`src/rtl/arr_pkg.sv`:
```
package arr_pkg;
  localparam int DATA_W = 8;
  localparam int NIB_W  = 4;
  localparam int NIB_CNT = DATA_W / NIB_W;

  localparam int FLAG_N = 7;
  localparam int FLAG_V = 6;
  localparam int FLAG_D = 3;
  localparam int FLAG_Z = 1;
  localparam int FLAG_C = 0;

  localparam logic [NIB_W-1:0] NIB_ADJ   = 4'd6;
  localparam logic [NIB_W:0]   NIB_LIMIT = 5'd5;

  typedef struct packed {
    logic load;
  } ctrlStrobes_t;
endpackage

```
`src/rtl/arr_nib_fix.sv`:
```
module arr_nib_fix
  import arr_pkg::*;
(
  input  logic [NIB_W-1:0] maskNib,
  input  logic [NIB_W-1:0] rotNib,
  output logic [NIB_W-1:0] fixedNib,
  output logic             applied
);
  logic [NIB_W:0] weighted;

  always_comb begin
    weighted = {1'b0, maskNib} + {{NIB_W{1'b0}}, maskNib[0]};
    applied  = weighted > NIB_LIMIT;
    fixedNib = applied ? rotNib + NIB_ADJ : rotNib;
  end
endmodule

```
`src/rtl/arr_ctrl.sv`:
```
module arr_ctrl
  import arr_pkg::*;
(
  input  logic         clk,
  input  logic         rstN,
  input  logic         start,
  output ctrlStrobes_t strobes,
  output logic         done
);
  always_comb strobes.load = start;

  always_ff @(posedge clk or negedge rstN) begin
    if (!rstN) done <= 1'b0;
    else       done <= start;
  end
endmodule

```
`src/rtl/arr_datapath.sv`:
```
module arr_datapath
  import arr_pkg::*;
(
  input  logic              clk,
  input  logic              rstN,
  input  ctrlStrobes_t      strobes,
  input  logic [DATA_W-1:0] accIn,
  input  logic [DATA_W-1:0] immIn,
  input  logic [DATA_W-1:0] statusIn,
  output logic [DATA_W-1:0] accOut,
  output logic [DATA_W-1:0] statusOut
);
  logic [DATA_W-1:0]  masked;
  logic [DATA_W-1:0]  rotated;
  logic [DATA_W-1:0]  corrected;
  logic [NIB_CNT-1:0] nibApplied;
  logic               carryIn;
  logic               decMode;
  logic [DATA_W-1:0]  accNext;
  logic [DATA_W-1:0]  statusNext;

  always_comb begin
    carryIn = statusIn[FLAG_C];
    decMode = statusIn[FLAG_D];
    masked  = accIn & immIn;
    rotated = {carryIn, masked[DATA_W-1:1]};
  end

  for (genvar g = 0; g < NIB_CNT; g++) begin : g_nib
    arr_nib_fix u_fix (
      .maskNib  (masked[g*NIB_W +: NIB_W]),
      .rotNib   (rotated[g*NIB_W +: NIB_W]),
      .fixedNib (corrected[g*NIB_W +: NIB_W]),
      .applied  (nibApplied[g])
    );
  end

  always_comb begin
    statusNext = statusIn;
    statusNext[FLAG_Z] = (rotated == '0);
    if (decMode) begin
      accNext = corrected;
      statusNext[FLAG_N] = carryIn;
      statusNext[FLAG_V] = masked[6] ^ rotated[6];
      statusNext[FLAG_C] = nibApplied[NIB_CNT-1];
    end else begin
      accNext = rotated;
      statusNext[FLAG_N] = rotated[DATA_W-1];
      statusNext[FLAG_V] = rotated[6] ^ rotated[5];
      statusNext[FLAG_C] = rotated[6];
    end
  end

  always_ff @(posedge clk or negedge rstN) begin
    if (!rstN) begin
      accOut    <= '0;
      statusOut <= '0;
    end else if (strobes.load) begin
      accOut    <= accNext;
      statusOut <= statusNext;
    end
  end
endmodule

```
`src/rtl/arr_unit.sv`:
```
module arr_unit
  import arr_pkg::*;
(
  input  logic              clk,
  input  logic              rstN,
  input  logic              start,
  input  logic [DATA_W-1:0] accIn,
  input  logic [DATA_W-1:0] immIn,
  input  logic [DATA_W-1:0] statusIn,
  output logic [DATA_W-1:0] accOut,
  output logic [DATA_W-1:0] statusOut,
  output logic              done
);
  ctrlStrobes_t strobes;

  arr_ctrl u_ctrl (
    .clk     (clk),
    .rstN    (rstN),
    .start   (start),
    .strobes (strobes),
    .done    (done)
  );

  arr_datapath u_dp (
    .clk       (clk),
    .rstN      (rstN),
    .strobes   (strobes),
    .accIn     (accIn),
    .immIn     (immIn),
    .statusIn  (statusIn),
    .accOut    (accOut),
    .statusOut (statusOut)
  );
endmodule

```
`config.mk`:
```
export PLATFORM = sky130hd
export DESIGN_NAME = arr_unit
export DESIGN_NICKNAME = d
export VERILOG_FILES = /design/src/rtl/arr_pkg.sv /design/src/rtl/arr_nib_fix.sv /design/src/rtl/arr_ctrl.sv /design/src/rtl/arr_datapath.sv /design/src/rtl/arr_unit.sv
export SDC_FILE = /design/constraint.sdc
export NUM_CORES = 1
export LEC_CHECK = 0
export BUFFER_PORTS_ARGS = -buffer_cell sky130_fd_sc_hd__buf_4
export CORE_ASPECT_RATIO = 0.6
export CORE_MARGIN = 2
export CORE_UTILIZATION = 30
export CTS_CLUSTER_SIZE = 30
export DETAILED_ROUTE_END_ITERATION = 10
export PLACE_DENSITY_LB_ADDON = 0.15
export SYNTH_ARGS = -nofsm -noshare
export SYNTH_HDL_FRONTEND = slang
export SYNTH_SLANG_ARGS = --single-unit
export TNS_END_PERCENT = 50
```
`constraint.sdc`:
```
create_clock -name clk -period 0.87 [get_ports clk]
set_input_delay 0.087 -clock clk [delete_from_list [all_inputs] [get_ports clk]]
set_output_delay 0.087 -clock clk [all_outputs]
set_load 0.02 [all_outputs]
```
==> results of run 1 <==
## through the flow
step                      cells  setup slack, ns
final                       206          -0.3888
after global routing        206          -0.4126
after CTS                   204          -0.3938
after detailed placement    193          -0.7117
after global placement      193          -0.6847
after floorplan              92          -0.5440
## what timing repair did
item,CTS,global route
endpoints found under the hold margin,17,0
buffers inserted,6,2
resized for setup,39,4
endpoints found under the setup margin,23,24
pin swaps,14,6
hold buffers,1,0
## report_power, final
part	leakage, µW	internal (µW)	switching, µW
Combinational	0.000651	465	360
Clock	0.0000228	325	257
Sequential	0.000205	870	55.9
Total	0.000879	1660	673
## sequential cells by signal, summed over array words and instances (netlist names)
register,count
u_ctrl.done,1
u_dp.accOut,8
u_dp.statusOut,8
## cell usage in the layout (no fill, tap or decap), types with 2 or more instances in the layout
master    Yosys  routed
o21a_1        2       2
inv_2         0       3
xnor2_2       0       2
nand2_1      10       5
inv_1        10       7
mux2_2        7       6
buf_6         1      25
clkbuf_8      1       3
buf_4         0      40
nand3_1       3       3
dfrtp_1      17      17
nor2_1        6       6
ha_1          5       3
nand4_1       4       4
nand2_4       0       3
buf_8         0       3
a21oi_1       3       2
o21ai_0       3       2
nand2_2       1       2
## layer usage
layer  GRT usage (%)  share of wire, %  wire (µm)
met5               0                 0          0
met4           3.636              0.83         22
met3           5.283               5.2        137
met2           28.50                48       1264
met1           17.50                46       1213
## area by class of cell
class	count	area (µm²)	area share [%]
multi-input cells	63	588.1	32.57
clock buffers	4	45.04	2.495
well taps	42	52.55	2.911
inverters	10	37.54	2.079
repair buffers	70	656.9	36.38
flip-flops and latches	17	425.4	23.56
## critical path, stage by stage
cell and delay, ns:
buf_8 0.08, nand2_8 0.05, or4_4 0.54, a41oi_4 0.24
mux2_4 0.33, a21oi_2 0.11
## logic make-up after synthesis
kind of cell	after synthesis	share of synthesized area, %
DFF	17	44.80
muxes	8	9.355
xor gates and xnor gates	2	1.845
buffers and inverters	12	6.588
adders and majority gates	5	6.588
AOI/OAI and AO/OA	19	15.68
and+or+nand+nor	29	15.15
## worst paths after layout
path                                    from                 to  slack (ns)
min in group asynchronous               rstN  u_dp.statusOut[2]        0.23
hold / removal                   statusIn[4]  u_dp.statusOut[4]        0.07
setup reg to reg           u_dp.statusOut[0]  u_dp.statusOut[0]        0.05
max in group asynchronous               rstN  u_dp.statusOut[3]        0.45
setup / recovery                    accIn[1]     u_dp.accOut[2]       -0.39
hold reg to reg               u_dp.accOut[6]     u_dp.accOut[6]        0.51
==> key figures, run 1 <==
Timing
  – Rel. slew slack: 83.53%
  – Maximum clock frequency: about 790 MHz
  – Tmin final: 1.259 ns
  – Final hold violations: 0
  – RSZ-0062 raised after global routing: yes
  – Period utilization: 144.7%
  – Worst hold margin: approximately 0.066 ns
  – Worst Tran Pin Value: 0.2469 ns
  – Worst Clk Skew: 0 ns
  – Setup violators final: 9
  – Setup TNS: -1.559 ns
  – Max-slew violation count: 0
  – Setup WS post-layout: -0.3888 ns

Logic synthesis
  – Leading area contributor after synthesis: dfrtp_1
  – Commonest cells in the netlist: dfrtp_1, inv_1, nand2_1
  – Top cells by area, synth: dfrtp_1, mux2_2, ha_1
  – Syn_nets: around 120
  – Register area share after synthesis: between 40 and 50%
  – Synthesized instance count: 92
  – Primary FF master, synth: dfrtp_1
  – Mean Syn Cell Area: between 10 and 15 µm²
  – Distinct cells, synth: 32
  – Post-Syn Area: approximately 950 µm²
  – Async S/R FF share, synth: 100.0%
  – #FFs+latches synth: 17
  – EDFF count, synth: 0
  – Cell with the most instances after synthesis: dfrtp_1
  – Area share of the largest cell type after synthesis: about 45%
  – YS warnings: 0

Setup path
  – CP Launch Type: input port
  – Critical path endpoint category: flop
  – Critical path required time: about 1.1 ns
  – Worst EP arrival: 1.44 ns
  – Kind of critical path: input port to flop
  – CP max FO: 4
  – R2R depth: 2

Floorplan
  – Die Span X: 76.64 µm
  – I/O Pins: 44
  – Chip Height: 47.58 µm
  – Die area: 0.003646 mm²
  – FP Rows: 15
  – Initial Util: between 30% and 40%
  – Core area: 0.002947 mm²

Place
  – Hpwl dp: ~1.9 mm
  – Placed cell area: about 0.0015 mm²
  – Placer Congestion: ~0.7
  – Port-buffer cells: 40

Layout
  – Diodes inserted: 0
  – Layout cells sized above 1: ~62%
  – Post-route cell area: around 0.0018 mm²
  – Nets: around 200
  – Area Growth Syn to Fin: 90.12%
  – Post-layout util: between 60% and 70%
  – Layout filler cell count: 263

Clock tree
  – Cts bufs inserted: 3
  – H-tree level count: 1
  – Clk buf depth: 2
  – Worst-path clk slew: ~0.06 ns
  – Clk Latency, worst-skew pair: approximately 0.25 ns
  – Clock sinks: 17
  – CTS tree: yes
  – CTS root buffer: clkbuf_8

Routing
  – Drt drc: 0
  – Wirelength per Cell: about 13 µm
  – Final wirelength: between 2 and 3 mm
  – DRT iter0 DRCs: 49
  – Vias/cell: 4.626
  – DR vias: about 950
  – ANT nets after route: 0
  – Pre-Repair DR Iteration Count: 4

Min path
  – Hold path cells: 2
  – Hold WC Path Type: input port to flop

Outcome
  – Status: finished, violations left
  – Failing checks: setup timing

Power and ir drop
  – Final Power: between 2000 and 2500 µW
  – Worst VDD drop: 0.9343 mV
  – Pwr dens: between 1000 and 1500 mW/mm²
  – Leak Pwr: 0.0008793 µW

GRT
  – Via count of the first global-routing pass: 925
  – Largest net degree at the start of global routing: 19
  – First-pass GRT wire length: about 4.2 mm
  – GR Util All Layers: roughly 15%
  – Antenna violations before repair: 0
  – Gr ovfl total: 0

Flow run
  – Number of max-cap violations: 0
Note: power is estimated with default switching activity, not from simulation.
==> run 2: changes to the inputs <==
- SYNTH_HIERARCHICAL: not set -> 1
==> run 2 against run 1 <==
Against the previous run: the flow still finishes with violations (setup timing); combinational power about the same; register-to-register slack improved by 0.02 ns; power increased by 0.38%; first-iteration DRC count decreased by 47%; sequential share of layout area increased by 0.36 points; critical path type unchanged; highest routed layer is now met3.
==> key figures, run 2 <==
Outcome
  – Status: finished, violations left
  – Failing checks: setup timing

Layout
  – Most frequent cells in the layout: buf_4, buf_6, dfrtp_1, a21oi_1, nor2_1
  – Layout filler cell count: 316
  – Nets: 197
  – Post-layout util: a little over half
  – Diodes inserted: 0
  – Area Growth Syn to Fin: 66.20%
  – Post-route cell area: 0.001778 mm²
  – FF+latch area: between 400 and 500 µm²
  – Layout cells sized above 1: between 50 and 60%
  – Biggest registers after layout: u_dp/accOut: 8 flops, u_dp/statusOut: 8 flops, u_ctrl/done: 1 flops
  – Most common cell after layout, fill and taps aside: buf_4
  – Final Non-Filler Cells: 210
  – Multi-input gate area: around 640 µm²

Setup path
  – Kind of critical path: input port to flop
  – Crit path top cell by count: a21oi_1
  – Cell family with most CP delay: compound AO/OA/AOI/OAI gates
  – Worst EP arrival: about 1.4 ns
  – Largest stage delay, worst path: slightly below 0.3 ns
  – CP Launch Type: input port
  – R2R depth: 1
  – CP max FO: 3
  – Crit-path cells: buf_6 -> and2_4 -> ha_4 -> o21a_1 -> a311oi_2 -> a21oi_2 -> mux2i_1 -> a21oi_1 -> a21oi_1
  – Critical path required time: slightly above 1 ns
  – Worst path bufs/invs: 1
  – Critical path endpoint category: flop
  – Critical Path Stages: 9
  – Critical-path top delay cell: a311oi_2

GRT
  – Antenna violations before repair: 0
  – Gr ovfl total: 0
  – Largest net degree at the start of global routing: 18
  – GR Util All Layers: 14.08%
  – First-pass GRT wire length: about 4.5 mm
  – Via count of the first global-routing pass: just over 1,000

Flow run
  – Number of max-cap violations: 0

Logic synthesis
  – Top cells by area, synth: dfrtp_1, mux2i_1, a21oi_1
  – Distinct cells, synth: 29
  – Area share of the largest cell type after synthesis: about two fifths
  – Mean Syn Cell Area: a little over 10 µm²
  – Post-synthesis mux area share: approximately 14%
  – Register area share after synthesis: between 30% and 40%
  – Simple-Gate Fraction of Synth Area: between 10 and 15%
  – Primary FF master, synth: dfrtp_1
  – Post-Syn Area: 0.001070 mm²
  – Largest family of logic cells by synthesized area: compound AO/OA/AOI/OAI gates
  – Cell with the most instances after synthesis: dfrtp_1
  – Commonest cells in the netlist: dfrtp_1, a21oi_1, nor2_1
  – Syn_nets: roughly 140
  – EDFF count, synth: 0
  – Leading area contributor after synthesis: dfrtp_1
  – #FFs+latches synth: 17
  – Adder-cell share of the synthesized area: about 4.7%
  – Synth Area in Compound Gates: around 17%
  – Synthesized instance count: 104
  – Xor/xnor share of the synthesized area: 4.094%
  – YS warnings: 6
  – Async S/R FF share, synth: 100.0%

Routing
  – Drt drc: 0
  – DRT iter0 DRCs: 26
  – ANT nets after route: 0
  – Wirelength per Cell: 12.20 µm
  – Vias/cell: roughly 4.5
  – Final wirelength: ~2.6 mm
  – DR vias: 950
  – Pre-Repair DR Iteration Count: 4

Floorplan
  – Initial Util: 32.19%
  – I/O Pins: 44
  – Die area: between 0.004 and 0.005 mm²
  – Die Span X: around 81 µm
  – Chip Height: roughly 50 µm
  – FP Rows: 16
  – Core area: roughly 0.0033 mm²

Place
  – Hpwl dp: roughly 2 mm
  – Placed insts: around 200
  – Placer Congestion: between 0.7 and 0.8
  – Placed cell area: around 0.0016 mm²
  – Pre-CTS setup slack: -0.7476 ns
  – Port-buffer cells: 40

Clock tree
  – Clock sinks: 17
  – Clk buf depth: 2
  – Worst-path clk slew: approximately 0.07 ns
  – CTS root buffer: clkbuf_8
  – CTS tree: yes
  – Cts bufs inserted: 3
  – H-tree level count: 1
  – Clk Latency, worst-skew pair: 0.25 ns

Power and ir drop
  – Pwr dens: between 1000 and 1500 mW/mm²
  – Leak Pwr: 0.0008369 µW
  – Worst VDD drop: 0.6309 mV
  – Final Power: about 2300 µW

Timing
  – Period utilization: 150.4%
  – Setup WS post-layout: -0.4389 ns
  – Final hold violations: 0
  – RSZ-0062 raised after global routing: yes
  – Rel. slew slack: around 79%
  – Worst Tran Pin Value: 0.3223 ns
  – Setup violators final: 12
  – Worst Clk Skew: 0 ns
  – Tmin final: ~1.3 ns
  – Max-slew violation count: 0
  – Maximum clock frequency: between 700 and 800 MHz

Min path
  – Hold WC Path Type: input port to flop
  – Hold path cells: 2
-- run 2: final cells by class --
cell class,instances,area share [%]
Tap cell,45,3.167
Timing Repair Buffer,65,33.50
Multi-Input combinational cell,74,35.75
Clock inverter,1,0.2815
Sequential cell,17,23.93
Clock buffer,3,2.322
Inverter,5,1.056
-- run 2: power by group --
part / internal, µW / switching (µW) / leakage [µW]
sequential: 874 / 59.8 / 0.000201
combinational: 459 / 364 / 0.000611
clock: 317 / 268 / 0.0000255
total: 1650 / 692 / 0.000837
-- run 2: timing repair --
item,in CTS,in global routing
hold buffers,1,0
hold endpoints to repair,17,0
pin swaps,16,7
gates resized for setup,24,7
endpoints found under the setup margin,23,25
buffers inserted,1,1
-- run 2: per-stage QoR --
stage | hold WS (ns) | TNS [ns]
after global routing | 0.04800 | -3.742
final | 0.05037 | -2.828
after global placement | -0.03735 | -5.210
after detailed placement | -0.03004 | -5.565
after floorplan | -0.2086 | -3.800
after CTS | 0.04359 | -2.986
-- run 2: path summary, 6_finish.rpt --
| path | start | end | slack (ns) |
|---|---|---|---|
| hold reg to reg | u_dp/statusOut[2] | u_dp/statusOut[2] | 0.51 |
| hold / removal | statusIn[5] | u_dp/statusOut[5] | 0.05 |
| min in group asynchronous | rstN | u_dp/statusOut[4] | 0.24 |
| setup / recovery | immIn[4] | u_dp/accOut[6] | -0.44 |
| setup reg to reg | u_dp/statusOut[3] | u_dp/statusOut[3] | 0.07 |
| max in group asynchronous | rstN | u_dp/accOut[4] | 0.43 |
-- run 2: cell families (layout without fill, tap and decap cells) --
logic type	count (synthesis)	in the layout
compound gates	24	24
xor+xnor	5	5
fa+ha+maj	4	4
flops	17	17
buf+inv	13	74
simple gates	27	27
mux	14	14
-- run 2: routing by layer --
layer	global-route usage (%)	share of wire (%)	vias up
met5	0	0	-
met2	24.24	50	21
met3	3.957	4.1	0
met1	18.44	46	445
met4	0.8475	0	0
li1	-	-	484
